File: src/rtl/dds_ldr_pkg.sv
package dds_ldr_pkg;

   typedef enum logic [2:0] {
      ST_IDLE    = 3'd0,
      ST_EN_WCLK = 3'd1,
      ST_EN_GAP  = 3'd2,
      ST_EN_LOAD = 3'd3,
      ST_SETUP   = 3'd4,
      ST_HIGH    = 3'd5,
      ST_LOW     = 3'd6,
      ST_LATCH   = 3'd7
   } ldr_state_e;

endpackage

File: src/rtl/dds_ldr_pacer.sv
module dds_ldr_pacer #(
   parameter int PHASE_CYC = 1
) (
   input  logic clk,
   input  logic rst_n,
   input  logic run,
   output logic tick
);

   generate
      if (PHASE_CYC < 1) begin : g_bad_cfg
         $error("dds_ldr_pacer: PHASE_CYC must be at least 1");
      end

      if (PHASE_CYC == 1) begin : g_single
         assign tick = run;
      end else begin : g_count
         localparam int CW = $clog2(PHASE_CYC);
         localparam logic [CW-1:0] LAST = CW'(PHASE_CYC - 1);
         logic [CW-1:0] cnt_q;

         always_ff @(posedge clk) begin
            if (!rst_n || !run || cnt_q == LAST) begin
               cnt_q <= '0;
            end else begin
               cnt_q <= cnt_q + 1'b1;
            end
         end

         assign tick = run && (cnt_q == LAST);
      end
   endgenerate

endmodule

File: src/rtl/dds_ldr_shreg.sv
module dds_ldr_shreg #(
   parameter int WORD_W = 40
) (
   input  logic              clk,
   input  logic              rst_n,
   input  logic              load,
   input  logic [WORD_W-1:0] load_word,
   input  logic              advance,
   output logic              lsb
);

   logic [WORD_W-1:0] sh_q;

   always_ff @(posedge clk) begin
      if (!rst_n) begin
         sh_q <= '0;
      end else if (load) begin
         sh_q <= load_word;
      end else if (advance) begin
         sh_q <= {1'b0, sh_q[WORD_W-1:1]};
      end
   end

   assign lsb = sh_q[0];

endmodule

File: src/rtl/dds_ldr_seq.sv
module dds_ldr_seq
   import dds_ldr_pkg::*;
#(
   parameter int WORD_W = 40
) (
   input  logic clk,
   input  logic rst_n,
   input  logic start,
   input  logic tick,
   input  logic bit_in,
   output logic pace_run,
   output logic load,
   output logic advance,
   output logic sdata,
   output logic wclk,
   output logic fqud,
   output logic busy,
   output logic done
);

   localparam int IDX_W = $clog2(WORD_W);
   localparam logic [IDX_W-1:0] LAST_BIT = IDX_W'(WORD_W - 1);

   ldr_state_e       state_q, state_d;
   logic [IDX_W-1:0] idx_q;
   logic             en_pending_q;
   logic             done_q;

   assign load     = (state_q == ST_IDLE) && start;
   assign advance  = (state_q == ST_LOW) && tick;
   assign pace_run = (state_q != ST_IDLE);

   always_comb begin
      state_d = state_q;
      unique case (state_q)
         ST_IDLE:    if (start) state_d = en_pending_q ? ST_EN_WCLK : ST_SETUP;
         ST_EN_WCLK: if (tick) state_d = ST_EN_GAP;
         ST_EN_GAP:  if (tick) state_d = ST_EN_LOAD;
         ST_EN_LOAD: if (tick) state_d = ST_SETUP;
         ST_SETUP:   if (tick) state_d = ST_HIGH;
         ST_HIGH:    if (tick) state_d = ST_LOW;
         ST_LOW:     if (tick) state_d = (idx_q == LAST_BIT) ? ST_LATCH : ST_SETUP;
         ST_LATCH:   if (tick) state_d = ST_IDLE;
         default:    state_d = ST_IDLE;
      endcase
   end

   always_ff @(posedge clk) begin
      if (!rst_n) begin
         state_q      <= ST_IDLE;
         idx_q        <= '0;
         en_pending_q <= 1'b1;
         done_q       <= 1'b0;
      end else begin
         state_q <= state_d;
         done_q  <= (state_q == ST_LATCH) && tick;
         if (load) begin
            idx_q <= '0;
         end else if (advance) begin
            idx_q <= idx_q + 1'b1;
         end
         if (state_q == ST_EN_LOAD && tick) begin
            en_pending_q <= 1'b0;
         end
      end
   end

   assign sdata = (state_q == ST_SETUP || state_q == ST_HIGH || state_q == ST_LOW) && bit_in;
   assign wclk  = (state_q == ST_HIGH) || (state_q == ST_EN_WCLK);
   assign fqud  = (state_q == ST_LATCH) || (state_q == ST_EN_LOAD);
   assign busy  = (state_q != ST_IDLE);
   assign done  = done_q;


   fqud_wclk_excl_chk: assert property (@(posedge clk) disable iff (!rst_n)
      !(fqud && wclk));


   data_hold_chk: assert property (@(posedge clk) disable iff (!rst_n)
      (wclk && $past(wclk)) |-> $stable(sdata));


   data_after_edge_chk: assert property (@(posedge clk) disable iff (!rst_n)
      ($fell(wclk) && busy && !fqud) |-> $stable(sdata));


   busy_rise_chk: assert property (@(posedge clk) disable iff (!rst_n)
      $rose(busy) |-> $past(start));


   done_pulse_chk: assert property (@(posedge clk) disable iff (!rst_n)
      done |-> (!busy && $past(fqud) && $past(busy)));


   done_single_chk: assert property (@(posedge clk) disable iff (!rst_n)
      done |=> !done);


   idle_quiet_chk: assert property (@(posedge clk) disable iff (!rst_n)
      !busy |-> (!wclk && !fqud && !sdata));

endmodule

File: src/rtl/dds_word_loader.sv
module dds_word_loader #(
   parameter int FTW_W     = 32,
   parameter int PHASE_W   = 5,
   parameter int RSV_W     = 2,
   parameter int PHASE_CYC = 1
) (
   input  logic               clk,
   input  logic               rst_n,
   input  logic               start,
   input  logic [FTW_W-1:0]   tune_word,
   input  logic               mult_en,
   input  logic [PHASE_W-1:0] phase_code,
   output logic               busy,
   output logic               done,
   output logic               sdata,
   output logic               wclk,
   output logic               fqud
);

   localparam int CTRL_W = PHASE_W + RSV_W + 1;
   localparam int WORD_W = FTW_W + CTRL_W;

   generate
      if (FTW_W < 1 || PHASE_W < 1 || RSV_W < 0) begin : g_bad_width
         $error("dds_word_loader: illegal field widths");
      end
      if (PHASE_CYC < 1) begin : g_bad_pace
         $error("dds_word_loader: PHASE_CYC must be at least 1");
      end
   endgenerate

   logic [CTRL_W-1:0] ctrl_byte;
   logic [WORD_W-1:0] prog_word;

   generate
      if (RSV_W > 0) begin : g_rsv
         assign ctrl_byte = {phase_code, {RSV_W{1'b0}}, mult_en};
      end else begin : g_no_rsv
         assign ctrl_byte = {phase_code, mult_en};
      end
   endgenerate

   assign prog_word = {ctrl_byte, tune_word};

   logic tick, pace_run, load, advance, lsb;

   dds_ldr_pacer #(.PHASE_CYC(PHASE_CYC)) u_pacer (
      .clk   (clk),
      .rst_n (rst_n),
      .run   (pace_run),
      .tick  (tick)
   );

   dds_ldr_shreg #(.WORD_W(WORD_W)) u_shreg (
      .clk       (clk),
      .rst_n     (rst_n),
      .load      (load),
      .load_word (prog_word),
      .advance   (advance),
      .lsb       (lsb)
   );

   dds_ldr_seq #(.WORD_W(WORD_W)) u_seq (
      .clk      (clk),
      .rst_n    (rst_n),
      .start    (start),
      .tick     (tick),
      .bit_in   (lsb),
      .pace_run (pace_run),
      .load     (load),
      .advance  (advance),
      .sdata    (sdata),
      .wclk     (wclk),
      .fqud     (fqud),
      .busy     (busy),
      .done     (done)
   );

endmodule

File: config.mk
export PLATFORM = sky130hd
export DESIGN_NAME = dds_word_loader
export DESIGN_NICKNAME = d
export VERILOG_FILES = /design/src/rtl/dds_ldr_pkg.sv /design/src/rtl/dds_ldr_pacer.sv /design/src/rtl/dds_ldr_shreg.sv /design/src/rtl/dds_ldr_seq.sv /design/src/rtl/dds_word_loader.sv
export SDC_FILE = /design/constraint.sdc
export NUM_CORES = 1
export LEC_CHECK = 0
export BUFFER_PORTS_ARGS = -buffer_cell sky130_fd_sc_hd__buf_2
export CORE_UTILIZATION = 58
export CTS_CLUSTER_SIZE = 24
export DETAILED_ROUTE_END_ITERATION = 10
export GPL_TIMING_DRIVEN = 0
export PLACE_DENSITY = 0.9
export SYNTH_ARGS = -nofsm -noshare
export SYNTH_HDL_FRONTEND = slang
export SYNTH_SLANG_ARGS = --single-unit
File: constraint.sdc
create_clock -name clk -period 4.1 [get_ports clk]
set_input_delay 0.41 -clock clk [delete_from_list [all_inputs] [get_ports clk]]
set_output_delay 0.41 -clock clk [all_outputs]
set_load 0.02 [all_outputs]
* Word-level counts from Yosys, hierarchy flattened
Index checks and enable logic that the tools add are counted. Widths: inputs -> output; s select.
Operators by class: $add $sub $neg 1, equal/unequal tests 16, multiplexer cells 13, bitwise gates (word level) 1, reduce and logical (&&, ||, !) cells 14
Operators with widths (number):
- $mux 40 | 2
- $mux 3 | 9
- $pmux 3 s8 | 1
- $ne 2x1->1 const B | 7
- $eq 3x3->1 const B | 4
- $reduce_and 8->1 | 1
- $add 6x1->6 const B | 1
- $eq 3x2->1 const B | 2
- $eq 6x6->1 const B | 1
- $logic_and 1x1->1 | 5
- $logic_or 1x1->1 | 4
- $eq 3x1->1 const B | 1
- $logic_not 3->1 | 1
- $reduce_bool 3->1 | 1
- $mux 2 | 1
- $ne 2x2->1 const B | 1
- $reduce_bool 2->1 | 1
- $reduce_or 2->1 | 1
- $not 1->1 | 1
Word-level totals: flip-flop bits (word level) 51, input port bits 41, output and inout port bits 5

* Longest topological paths before layout
Gate-level depths: netlist of the first run.
depth in word-level cells 4, mapped depth 6, gate-level depth less buffers 4

* Cells and area by module
From an unflattened synthesis of the first run, not the netlist that was laid out.
Unflattened totals: cell total of the unflattened synthesis 249, area total of the unflattened synthesis 2777.7 sq um
Modules (own cells, without submodules):
- dds_ldr_shreg | instances 1, cells an instance 176, area each 2148.3 sq um
- dds_ldr_seq | instances 1, cells an instance 71, area each 618.1 sq um
- dds_ldr_pacer | instances 1, cells an instance 1, area each 7.5 sq um
- dds_word_loader | instances 1, cells an instance 1, area each 3.8 sq um

* Least setup slack after synthesis of the first run
No wires, ideal clock.
path kind input -> register, start point in start, end point reg u_seq.idx_q[0], arrival 1.316 ns, setup slack 2.662 ns, cell stages on the path 5, buffers on the path 2, path through or4b_1 > buf_2 > buf_6 > nand2_1 > nor2_1
Between the ends: cells in the longest elaborated chain, start to end 2
RTL lines:
- start: declaration | RTL line dds_word_loader.sv:9 | input logic start,
- $logic_and 1x1->1 | RTL line dds_ldr_seq.sv:29 | assign load = (state_q == ST_IDLE) && start;
- $reduce_or 2->1 (no line)
- end signal: assignment | RTL line dds_ldr_seq.sv:60 | idx_q <= idx_q + 1'b1;
- end: declaration | RTL line dds_ldr_seq.sv:25 | logic [IDX_W-1:0] idx_q;
No other way between the ends. A chain may end at the register's enable or synchronous reset.

* Worst setup path after layout of the first run
start point reg u_seq.state_q[2], end point out busy
Between the ends: cells in the longest elaborated chain, start to end 1
RTL lines:
- start: declaration | RTL line dds_ldr_seq.sv:24 | ldr_state_e state_q, state_d;
- start signal: assignment | RTL line dds_ldr_seq.sv:55 | state_q <= state_d;
- $reduce_bool 3->1 | RTL line dds_ldr_seq.sv:71 | assign busy = (state_q != ST_IDLE);
- end: declaration | RTL line dds_word_loader.sv:13 | output logic busy,
No other way between the ends.

==> run metrics, run 1 <==
outcome=finished, final reports clean; register area share after synthesis=46.6%; accumulated negative setup slack=0 ns; number of buffers created by CTS=5; Synth Warn #=0; RSZ-0062 raised after global routing=no; Unique masters post-synth=26; total track usage=26.9%; Max Buffers Root-to-Sink=2; most frequently used flop master after synthesis=dfxtp_1; final-report setup violation count=0; largest area contributor in the netlist=dfxtp_1; CP startpoint=u_seq.state_q[2]; Die Ht=63.5 um; worst hold path type=primary input to register; first-pass GRT wire length=8450 um; Clk pin slew, worst setup/hold paths=0.09 ns; DR pass1 iterations=4; Synth top cells by count=84 x nand2_1, 51 x dfxtp_1, 43 x o21ai_0; cell internal pwr=0.769 mW; H-tree depth=2; CTS tree=done; Syn-to-layout area delta=17.2%; switching power=0.275 mW; nets@finish=375; synth top area cells=dfxtp_1 47%, nand2_1 14%, a31oi_1 11%; I/O pin count=46; global route overflow=0; leakage=0.991 nW; Max-cap violations=0; pin count of the biggest net entering global routing=15; vias in the first global route=1934; Final Hold Vio Count=0; Clock power frac=29.7%; ys async rst share=0%; critical path type=register to output pin; CP endpoint kind=output pin; Initial Util=63.2%; Hold Crit Depth=3; Worst Max-Slew Pin Slew=0.450 ns; Slew Viols, Final=0; Sequential cell area=1020 um^2; Routed wire per std cell=13.0 um; DRC Markers=0; footprint of the multi-input gates=1020 um^2; Tmin final=1.74 ns; die footprint=4030 um^2; crit path launch type=register; Antenna Cells=0; FP Rows=21; clk sink count=51; DP Wirelength=3430 um; Synth top area share=46.6%; Mapped Cells=282; Vias per Instance=5.66; post-cts hold buffer count=0; Post-synth EDFFs=0; initial antenna violation count=0; Worst EP arrival=1.33 ns; Clock Latency Late Sink=0.30 ns; FF+latch count, synth=51; sequential share of power=54.5%; flop2flop setup slack=2.47 ns; Avg Inst Size Synth=7.77 um^2; worst vdd ir=273 uV; worst r2r src=u_seq.state_q[2]; vias=2149; fin area=2570 um^2; CP required=3.69 ns; post-synthesis cell area=2190 um^2; Post-CTS Setup Bufs=0; Die Wd=63.5 um; crit share post-route=42.5%; most numerous cell in the Yosys netlist=nand2_1; achievable frequency=573 MHz; Post-Route Skew=0.00323 ns; Routed WL=4950 um; hold wc startpoint=phase_code[4]; GP Congestion=0.799; Logic pwr share=15.7%; Max FO, Critical Path=10; post-CTS sizing=0; CTS root buffer=clkbuf_8; R2R depth=5; filler instances=283; syn nets=324; dpl cell area=2470 um^2; Sw Ratio=26.3%; Buffers on Ports=44; Relative slew margins=70.0%; PwrDens=406 nW/um^2; Final ANT Viol Nets=0; core area=3470 um^2; share of cells above drive strength 1=19.2%; DR iter-0 viols=143
power by group through the flow:
stage               Sequential, mW  Clock (mW)  Combinational, mW
floorplan                    0.573           0              0.116
global placement             0.578           0              0.158
detailed placement           0.580           0              0.163
CTS                          0.569       0.312              0.164
global route                 0.574       0.337              0.187
finish                       0.569       0.311              0.164
cells in the final DEF (no fill, tap or decap), types with 3 or more instances in the layout:
cell type  count
a21oi_1        7
a31oi_1       38
buf_2         53
buf_6          4
clkbuf_1      15
clkbuf_8       7
dfxtp_1       51
nand2_1       84
nand4_1        3
o21ai_0       43
or3_1          5
kinds of logic (layout without fill, tap and decap cells):
| family | after synthesis | in the layout | synth area share, % |
|---|---|---|---|
| and+or+nand+nor | 108 | 108 | 21.8 |
| AOI/OAI and AO/OA | 91 | 91 | 23.4 |
| DFF | 51 | 51 | 46.6 |
| buffers and inverters | 29 | 81 | 6.85 |
| xor gates and xnor gates | 2 | 2 | 0.799 |
| adders and majority gates | 1 | 1 | 0.571 |
flip-flops by register name, summed over array words and instances, names as in the netlist:
name and flops:
u_seq.idx_q 6, u_shreg.sh_q 40, u_seq.done 1, u_seq.en_pending_q 1, u_seq.state_q 3
layout make-up:
class                      count  area share (%)
buffer                        27            5.55
timing repair buffer          44            8.57
inverter                       2           0.292
tap                           46            2.24
multi-input combinational    202            39.7
sequential                    51            39.7
clock buffer                   8            3.89
stage by stage:
stage / worst slack (ns) / utilization, % / hold slack [ns] / power, mW / cells
2_1_floorplan: 2.66 / - / 0.432 / 0.689 / 282
3_3_place_gp: 2.41 / 71.2 / 0.443 / 0.736 / 372
3_5_place_dp: 2.38 / 71.2 / 0.452 / 0.742 / 372
4_1_cts: 2.34 / 74.1 / 0.372 / 1.04 / 380
5_1_grt: 2.29 / 74.1 / 0.381 / 1.10 / 380
6_report: 2.36 / 74.1 / 0.383 / 1.04 / 380
per-layer routing:
metal	wire length, um	vias up	global-route usage [%]
li1	-	1089	-
met1	2340	992	34.2
met2	2300	64	43.4
met3	234	4	5.98
met4	72	0	11.9
met5	0	-	0
worst max-delay path, cell delays in order (launching register included):
cell     delay, ns
dfxtp_1       0.32
buf_2         0.17
or3_1         0.38
buf_2         0.16
worst paths after layout:
check | end
worst max-delay path | busy
worst min-delay path | u_shreg.sh_q[39]
worst max register to register | u_shreg.sh_q[25]
worst min register to register | u_shreg.sh_q[33]
No activity file was read; power rests on OpenSTA's default activity.
==> run 2: changes to the inputs <==
--- a/config.mk
+++ b/config.mk
@@ -6,11 +6,11 @@
 export NUM_CORES = 1
 export LEC_CHECK = 0
 export BUFFER_PORTS_ARGS = -buffer_cell sky130_fd_sc_hd__buf_2
-export CORE_UTILIZATION = 58
+export CORE_UTILIZATION = 53
 export CTS_CLUSTER_SIZE = 24
 export DETAILED_ROUTE_END_ITERATION = 10
 export GPL_TIMING_DRIVEN = 0
-export PLACE_DENSITY = 0.9
+export PLACE_DENSITY = 0.84
 export SYNTH_ARGS = -nofsm -noshare
 export SYNTH_HDL_FRONTEND = slang
 export SYNTH_SLANG_ARGS = --single-unit
==> constraint.sdc (replaced) <==
create_clock -name clk -period 1.7 [get_ports clk]
set_input_delay 0.17 -clock clk [delete_from_list [all_inputs] [get_ports clk]]
set_output_delay 0.17 -clock clk [all_outputs]
set_load 0.02 [all_outputs]
==> run 2 against run 1 <==
The flow now finishes with violations (design-rule violations). Design area up 1.2%. Sequential power up 140%. Register-to-register slack worse by 2.4 ns. Largest power group unchanged.
==> run metrics, run 2 (synthesis gave the netlist of run 1 again) <==
first-pass GRT wire length=8180 um (-3.1%); Max Buffers Root-to-Sink=2 (unchanged); CTS root buffer=clkbuf_8; Final Hold Vio Count=0 (unchanged); Max FO, Critical Path=10 (unchanged); DR iter-0 viols=127 (-11%); DRC Markers=2 (+2); flop2flop setup slack=0.11 ns (-2.36 ns); vias in the first global route=1951 (+0.88%); Antenna Cells=0 (unchanged); FP Rows=23 (+9.5%); final worst setup slack=0.112 ns (-2.24 ns); Tmin final=1.59 ns; global route overflow=0 (unchanged); nets@finish=375 (unchanged); achievable frequency=630 MHz; sum of buffers and inverters on the critical path=2 (unchanged); CTS tree=done; Slew Viols, Final=0 (unchanged); most common cell after layout, fill and taps aside=nand2_1; critical path type=register to register; footprint of the multi-input gates=1020 um^2 (unchanged); Die Ht=66.3 um (+4.5%); Clk pin slew, worst setup/hold paths=0.09 ns (about the same); Sequential cell area=1020 um^2 (unchanged); clk sink count=51 (unchanged); PwrDens=1010 nW/um^2 (+150%); Top Registers=u_shreg.sh_q: 40 flops, u_seq.idx_q: 6 flops, u_seq.state_q: 3 flops; Vias per Instance=5.51 (-2.6%); filler instances=347 (+23%); Relative slew margins=73.6% (+3.6 points); crit share post-route=93.4%; leakage=1.02 nW (+2.8%); Worst EP arrival=1.78 ns (+0.45 ns); Post-Route Skew=0.00711 ns (+0.00388 ns); crit path launch type=register; Die Wd=66.3 um (+4.5%); crit path cell chain=or4b_1, buf_2, clkbuf_1, o21ai_0, a31oi_1; vias=2116 (-1.5%); Routed wire per std cell=12.3 um (-5.8%); pin count of the biggest net entering global routing=16 (+1); Slowest-stage cell, CP=or4b_1; DR pass1 iterations=7 (+3); Syn-to-layout area delta=18.6%; worst hold path type=primary input to register; number of buffers created by CTS=5 (unchanged); outcome=finished, violations left; final-report setup violation count=0 (unchanged); CP required=1.89 ns (-1.80 ns); Final ANT Viol Nets=0 (unchanged); CP endpoint kind=register; Largest Register=u_shreg.sh_q; failing checks=design-rule violations; share of cells above drive strength 1=21.3% (+2.1 points); crit-path leading delay family=simple AND/OR/NAND/NOR gates; Largest stage delay, worst path=0.50 ns (+0.12 ns); DP Wirelength=3340 um (-2.4%); Clock Latency Late Sink=0.30 ns (about the same); initial antenna violation count=0 (unchanged); die footprint=4400 um^2 (+9.1%); max reg flops=40 (unchanged); Initial Util=55.2% (-8.0 points); accumulated negative setup slack=0 ns (unchanged); Routed WL=4710 um (-4.8%); total track usage=23.9% (-3.0 points); Buffers on Ports=44 (unchanged); pre-CTS worst setup slack=0.118 ns (-2.27 ns); core area=3970 um^2 (+15%); I/O pin count=46 (unchanged); Max-cap violations=0 (unchanged); worst vdd ir=763 uV (+180%); GP Congestion=0.809 (+1.2%); RSZ-0062 raised after global routing=no; H-tree depth=2 (unchanged); Worst Max-Slew Pin Slew=0.396 ns (-0.0540 ns); most frequent cells in the layout=84 x nand2_1, 53 x buf_2, 51 x dfxtp_1; Post-CTS Setup Bufs=0 (unchanged)
run 2: worst paths after layout:
path | end | from | depth (start not counted)
hold / removal | u_shreg.sh_q[39] | phase_code[4] | 3
setup reg to reg | u_shreg.sh_q[9] | u_seq.state_q[2] | 5
setup / recovery | u_shreg.sh_q[9] | u_seq.state_q[2] | 5
hold reg to reg | u_shreg.sh_q[34] | u_shreg.sh_q[35] | 2
run 2: area by class of cell:
| class | instances | share of cell area, % |
|---|---|---|
| flip-flops and latches | 51 | 39.3 |
| multi-input cells | 202 | 39.3 |
| repair buffers | 44 | 8.47 |
| plain buffers | 27 | 5.77 |
| clock buffers | 6 | 3.18 |
| well taps | 50 | 2.41 |
| clock inverters | 2 | 1.35 |
| inverters | 2 | 0.289 |
run 2: stage by stage:
stage               power, mW  hold slack (ns)  area (um^2)  cells  util (%)
global route             2.75            0.176         2600    384      65.5
floorplan                1.66            0.319         2190    282         -
global placement         1.78            0.443         2470    376      62.3
detailed placement       1.79            0.447         2470    376      62.3
CTS                      2.64            0.118         2590    384      65.3
finish                   2.62            0.121         2600    384      65.5
run 2: power breakdown:
part / leakage [nW] / internal, mW / switching [mW] / total (mW)
registers: 0.420 / 1.31 / 0.0594 / 1.37
clock network: 0.0612 / 0.476 / 0.384 / 0.860
logic: 0.538 / 0.171 / 0.219 / 0.390
run 2: tightest hold or removal path: cells and delay by family:
family | cells | cell delay [ns]
buf+inv | 1 | 0.10
compound gates | 1 | 0.06
simple gates | 1 | 0.05
run 2: layer usage:
metal	vias to the layer above	track usage, %	wire length, um
li1	1090	-	-
met1	970	30.4	2220
met2	49	40.4	2230
met3	7	4.14	198
met4	0	8.24	56
met5	-	0	0
run 2: repair_timing:
action	in CTS	in global routing
endpoints found under the setup margin	0	30
gates resized for setup	0	13
hold buffers	0	0
